<file path="src/rtl/rfc_pkg.sv">
package rfc_pkg;

   typedef enum logic [1:0] {
      RFC_IDLE = 2'd0,
      RFC_ARM  = 2'd1,
      RFC_RUN  = 2'd2
   } rfc_state_e;

endpackage

</file>
<file path="src/rtl/rfc_edge_sync.sv">
module rfc_edge_sync #(
   parameter int STAGES = 2
) (
   input  logic clk,
   input  logic rst_n,
   input  logic async_in,
   output logic rise_o
);

   logic [STAGES-1:0] chain_q;
   logic              hist_q;

   generate
      if (STAGES < 2) begin : g_bad
         $error("rfc_edge_sync: STAGES must be at least 2");
      end
      for (genvar i = 0; i < STAGES; i++) begin : g_stage
         if (i == 0) begin : g_first
            always_ff @(posedge clk or negedge rst_n) begin
               if (!rst_n) chain_q[0] <= 1'b0;
               else        chain_q[0] <= async_in;
            end
         end else begin : g_next
            always_ff @(posedge clk or negedge rst_n) begin
               if (!rst_n) chain_q[i] <= 1'b0;
               else        chain_q[i] <= chain_q[i-1];
            end
         end
      end
   endgenerate

   always_ff @(posedge clk or negedge rst_n) begin
      if (!rst_n) hist_q <= 1'b0;
      else        hist_q <= chain_q[STAGES-1];
   end

   assign rise_o = chain_q[STAGES-1] & ~hist_q;

endmodule

</file>
<file path="src/rtl/rfc_up_counter.sv">
module rfc_up_counter #(
   parameter int W = 32
) (
   input  logic         clk,
   input  logic         rst_n,
   input  logic         clr,
   input  logic         inc,
   output logic [W-1:0] q
);

   always_ff @(posedge clk or negedge rst_n) begin
      if (!rst_n)   q <= '0;
      else if (clr) q <= '0;
      else if (inc) q <= q + 1'b1;
   end

endmodule

</file>
<file path="src/rtl/rfc_gate_timer.sv">
module rfc_gate_timer #(
   parameter int W = 32
) (
   input  logic         clk,
   input  logic         rst_n,
   input  logic         load,
   input  logic [W-1:0] load_val,
   input  logic         tick,
   output logic         expired_o
);

   logic [W-1:0] rem_q;

   always_ff @(posedge clk or negedge rst_n) begin
      if (!rst_n)                      rem_q <= '0;
      else if (load)                   rem_q <= load_val;
      else if (tick && rem_q != '0)    rem_q <= rem_q - 1'b1;
   end

   assign expired_o = (rem_q == '0);

endmodule

</file>
<file path="src/rtl/rfc_stall_watch.sv">
module rfc_stall_watch #(
   parameter int LIMIT = 1000
) (
   input  logic clk,
   input  logic rst_n,
   input  logic clr,
   input  logic tick,
   output logic trip_o
);

   localparam int SW = $clog2(LIMIT + 1);
   localparam logic [SW-1:0] LIM_V = SW'(LIMIT);

   logic [SW-1:0] cnt_q;

   always_ff @(posedge clk or negedge rst_n) begin
      if (!rst_n)                     cnt_q <= '0;
      else if (clr)                   cnt_q <= '0;
      else if (tick && cnt_q != LIM_V) cnt_q <= cnt_q + 1'b1;
   end

   assign trip_o = (cnt_q == LIM_V);

endmodule

</file>
<file path="src/rtl/recip_freq_counter.sv">
module recip_freq_counter
   import rfc_pkg::*;
#(
   parameter int CNT_W       = 32,
   parameter int GATE_W      = 32,
   parameter int SYNC_STAGES = 2,
   parameter int STALL_LIMIT = 200_000_000
) (
   input  logic              clk,
   input  logic              rst_n,
   input  logic              sig_in,
   input  logic              start,
   input  logic [GATE_W-1:0] gate_cycles,
   output logic [CNT_W-1:0]  period_count,
   output logic [CNT_W-1:0]  ref_count,
   output logic              done,
   output logic              overflow
);

   generate
      if (GATE_W > CNT_W) begin : g_bad_gate
         $error("recip_freq_counter: GATE_W must not exceed CNT_W");
      end
      if (STALL_LIMIT < 1) begin : g_bad_stall
         $error("recip_freq_counter: STALL_LIMIT must be positive");
      end
   endgenerate

   rfc_state_e        st_q;
   logic [GATE_W-1:0] gate_q;
   logic              done_q, ovf_q;
   logic              sig_rise, gate_expired, stall_trip;
   logic              arm_hit, running, active;

   rfc_edge_sync #(.STAGES(SYNC_STAGES)) u_sync (
      .clk      (clk),
      .rst_n    (rst_n),
      .async_in (sig_in),
      .rise_o   (sig_rise)
   );

   assign arm_hit = (st_q == RFC_ARM) && sig_rise;
   assign running = (st_q == RFC_RUN);
   assign active  = (st_q != RFC_IDLE);

   rfc_up_counter #(.W(CNT_W)) u_ref_cnt (
      .clk   (clk),
      .rst_n (rst_n),
      .clr   (arm_hit),
      .inc   (running),
      .q     (ref_count)
   );

   rfc_up_counter #(.W(CNT_W)) u_per_cnt (
      .clk   (clk),
      .rst_n (rst_n),
      .clr   (arm_hit),
      .inc   (running && sig_rise),
      .q     (period_count)
   );

   rfc_gate_timer #(.W(GATE_W)) u_gate (
      .clk       (clk),
      .rst_n     (rst_n),
      .load      (arm_hit),
      .load_val  (gate_q),
      .tick      (running),
      .expired_o (gate_expired)
   );

   rfc_stall_watch #(.LIMIT(STALL_LIMIT)) u_stall (
      .clk    (clk),
      .rst_n  (rst_n),
      .clr    (!active || sig_rise),
      .tick   (active),
      .trip_o (stall_trip)
   );

   always_ff @(posedge clk or negedge rst_n) begin
      if (!rst_n) begin
         st_q   <= RFC_IDLE;
         gate_q <= '0;
         done_q <= 1'b0;
         ovf_q  <= 1'b0;
      end else begin
         done_q <= 1'b0;
         unique case (st_q)
            RFC_IDLE: begin
               if (start) begin
                  gate_q <= gate_cycles;
                  ovf_q  <= 1'b0;
                  st_q   <= RFC_ARM;
               end
            end
            RFC_ARM: begin
               if (sig_rise) begin
                  st_q <= RFC_RUN;
               end else if (stall_trip) begin
                  st_q   <= RFC_IDLE;
                  done_q <= 1'b1;
                  ovf_q  <= 1'b1;
               end
            end
            RFC_RUN: begin
               if (sig_rise && gate_expired) begin
                  st_q   <= RFC_IDLE;
                  done_q <= 1'b1;
               end else if (!sig_rise && stall_trip) begin
                  st_q   <= RFC_IDLE;
                  done_q <= 1'b1;
                  ovf_q  <= 1'b1;
               end
            end
            default: st_q <= RFC_IDLE;
         endcase
      end
   end

   assign done     = done_q;
   assign overflow = ovf_q;

endmodule

</file>
<file path="config.mk">
export PLATFORM = sky130hd
export DESIGN_NAME = recip_freq_counter
export DESIGN_NICKNAME = d
export VERILOG_FILES = /design/src/rtl/rfc_pkg.sv /design/src/rtl/rfc_edge_sync.sv /design/src/rtl/rfc_up_counter.sv /design/src/rtl/rfc_gate_timer.sv /design/src/rtl/rfc_stall_watch.sv /design/src/rtl/recip_freq_counter.sv
export SDC_FILE = /design/constraint.sdc
export NUM_CORES = 1
export LEC_CHECK = 0
export ABC_CLOCK_PERIOD_IN_PS = 6600
export BUFFER_PORTS_ARGS = -buffer_cell sky130_fd_sc_hd__buf_2
export CORE_MARGIN = 2
export CORE_UTILIZATION = 60
export CTS_BUF_LIST = sky130_fd_sc_hd__clkbuf_4 sky130_fd_sc_hd__clkbuf_8
export CTS_CLUSTER_DIAMETER = 120
export CTS_CLUSTER_SIZE = 25
export DETAILED_ROUTE_END_ITERATION = 10
export PLACE_DENSITY_LB_ADDON = 0.15
export SYNTH_ARGS = -nofsm -noshare
export SYNTH_HDL_FRONTEND = slang
export SYNTH_SLANG_ARGS = --single-unit
export TNS_END_PERCENT = 10
</file>
<file path="constraint.sdc">
create_clock -name clk -period 6.6 [get_ports clk]
set_input_delay 1.32 -clock clk [delete_from_list [all_inputs] [get_ports clk]]
set_output_delay 1.32 -clock clk [all_outputs]
set_load 0.02 [all_outputs]
</file>
==> flow_summary.ini <==
[outcome]
outcome = complete, no violations

[timing]
period_share_pct = 47.97
timing.fmax_mhz = 315.8
maxSlewHeadroom_pct = 15.56
fin_worst_skew_ns = 0.009330
rsz0062_at_grt = false
setup_tns_ns = 0
worst_pin_slew_ns = 1.267
setup_viol = 0
hold_viol_final = 0
slew_violations = 0
period_minus_slack_ns = 3.166

[grt]
antenna_found_initial = 0
grt_pass1_wl_um = 31170
grt-ovfl-total = 0
grt_pass1_vias = 6407
grt_max_degree = 104
gr-usage-all-layers_pct = 26.50

[yosys]
synth-compound-area-share_pct = 8.480
synth_adder_area_share_pct = 1.365
netlist.area_leader.share_pct = 49.45
synth_top_area_cell = dfrtp_1
synth-seq-area-share_pct = 49.45
yosysWarnings = 0
synth-edff-count = 0
mappedNetlistArea_sq_um = 8248
yosys.area_share.xor_xnor_pct = 8.389
yosys-mux-area-fraction_pct = 5.127
ys_seq_elements = 163
syn_inst = 826
synth_area_leaders = dfrtp_1 49%, nor2_1 5.3%, xor2_1 4.7%
yosys.cell_types.count = 53
synth-simple-area-share_pct = 24.27
synth_top_family_by_area = simple AND/OR/NAND/NOR gates
syn_avg_cell_area_sq_um = 9.985
synthArstFlopShare_pct = 100.0
synth_nets = 871
synth_flop_cell = dfrtp_1
yosysMostFrequentCell = dfrtp_1
synthTopCellsByCount = 163 x dfrtp_1, 116 x nor2_1, 45 x nand2_1

[cts]
cts_tree = done
numCtsBuffers = 17
clk_path_buf_depth = 2
clk_pin_slew_ns = 0.08
root_buffer = clkbuf_8
cts-resized-gates = 0
postCtsHoldBufs = 0
clock_latency_ns = 0.47
htree_levels = 4
cts_sinks = 163
postCtsSetupBuffers = 0

[critical_path]
critPathArrivalTime_ns = 3.50
required_ns = 6.94
path_max_fanout = 35
criticalPathCategory = reg2reg
start_kind = register
critPathCaptureType = register
reg2reg_setup_slack_ns = 3.43

[cells_and_area]
n_antenna_cell = 0
drive_gt1_share_pct = 19.46
area_growth_pct = 11.92
final_cells = 1101
fin_nets = 958

[die]
start_util_pct = 61.79
dieArea_sq_um = 14700
io_pins = 102
rows = 42
dieWidth_um = 121.2
die_h_um = 121.2
coreArea_sq_um = 13350

[detailed_routing]
via_per_inst = 6.045
drt_first_pass_iters = 5
ant_nets = 0
wire_per_inst_um = 16.85
initialDrtViolationCount = 604
vias = 6655
drc_errors = 0
wl_um = 18550

[place]
dpl.cell_count = 1070
port_buffers = 101
place_congestion = 0.8450
hpwl_um = 12700

[power]
p_per_area_nw_per_um2 = 316.9
p_leak_nw = 3.980
max-vdd-ir-drop_mv = 0.2361

[min_path]
hold_class = reg2reg

[flow_run]
drv_cap = 0
==> metal layers <==
metal | up-vias | global-route usage (%) | wire, um
met5 | - | 0 | 0
met1 | 3277 | 35.93 | 8398
met2 | 183 | 43.12 | 9081
met3 | 23 | 5.310 | 840
met4 | 0 | 8.477 | 229
li1 | 3172 | - | -
==> placed cells by master (no fill, tap or decap), drive strengths merged, types with 14 or more instances in the layout <==
master and n:
nand2 45, or3 20, buf 105, inv 16, o21ai 27, mux2 34
xnor2 35, a31oi 21, clkbuf 23, nor4 24, and4 14, or4 25
nor3 25, nand4 33, xor2 44, dfrtp 163, a21oi 16, nand3 34
nor2 116, o31ai 17
==> worst max-delay path, stage by stage (launching register included) <==
cell,delay (ns)
dfrtp_1,0.42
or4_1,0.66
or4_4,0.52
o31ai_4,1.06
o311ai_0,0.20
o311ai_0,0.17
==> cells by family (layout without fill, tap and decap cells) <==
| group | Yosys count | after routing |
|---|---|---|
| AND/OR/NAND/NOR | 378 | 378 |
| buffers and inverters | 53 | 152 |
| multiplexers | 38 | 38 |
| XOR/XNOR | 79 | 79 |
| adder cells (fa/ha/maj) | 9 | 9 |
| AO/OA/AOI/OAI | 106 | 106 |
| flip-flops | 163 | 163 |
==> final timing paths <==
kind / startpoint / to / cells after the start
setup reg to reg: u_gate.rem_q[28]$_DFFE_PN0P_ / u_gate.rem_q[19]$_DFFE_PN0P_ / 5
hold / removal: u_sync.chain_q[0]$_DFF_PN0_ / u_sync.chain_q[1]$_DFF_PN0_ / 0
min in group asynchronous: rst_n / u_ref_cnt.q[13]$_DFFE_PN0P_ / 1
hold reg to reg: u_sync.chain_q[0]$_DFF_PN0_ / u_sync.chain_q[1]$_DFF_PN0_ / 0
max in group asynchronous: rst_n / gate_q[9]$_DFFE_PN0P_ / 2
setup / recovery: u_gate.rem_q[28]$_DFFE_PN0P_ / u_gate.rem_q[19]$_DFFE_PN0P_ / 5
==> per-stage QoR <==
stage | hold WS (ns) | instance area [sq um] | power (mW) | setup WS [ns] | utilization (%)
2_1_floorplan | 0.3312 | 8248 | 1.990 | 4.157 | -
3_3_place_gp | 0.3371 | 8831 | 2.132 | 3.588 | 66.16
3_5_place_dp | 0.3418 | 8831 | 2.199 | 3.497 | 66.16
4_1_cts | 0.3701 | 9231 | 2.933 | 3.480 | 69.16
5_1_grt | 0.3853 | 9231 | 3.100 | 3.101 | 69.16
6_report | 0.3677 | 9231 | 2.926 | 3.434 | 69.16
==> power by group <==
part / leakage [nW] / internal (mW) / switching (mW) / total [mW]
Sequential: 2.10 / 1.22 / 0.222 / 1.45
Combinational: 1.68 / 0.325 / 0.415 / 0.740
Clock: 0.202 / 0.376 / 0.363 / 0.740
==> state kept, by name, indices dropped and copies added, names as in the netlist <==
signal and flops:
gate_q 32, u_gate.rem_q 32, u_per_cnt.q 32, u_ref_cnt.q 32
u_stall.cnt_q 28, st_q 2, u_sync.chain_q 2, done 1
overflow 1, u_sync.hist_q 1
==> area by class of cell <==
type	count	area, sq um
fillers	1047	4116
flip-flops and latches	163	4079
multi-input cells	610	3930
repair buffers	105	541.8
clock buffers	23	297.8
well taps	176	220.2
clock inverters	8	102.6
inverters	16	60.06
No activity file was read; power rests on OpenSTA's default activity.
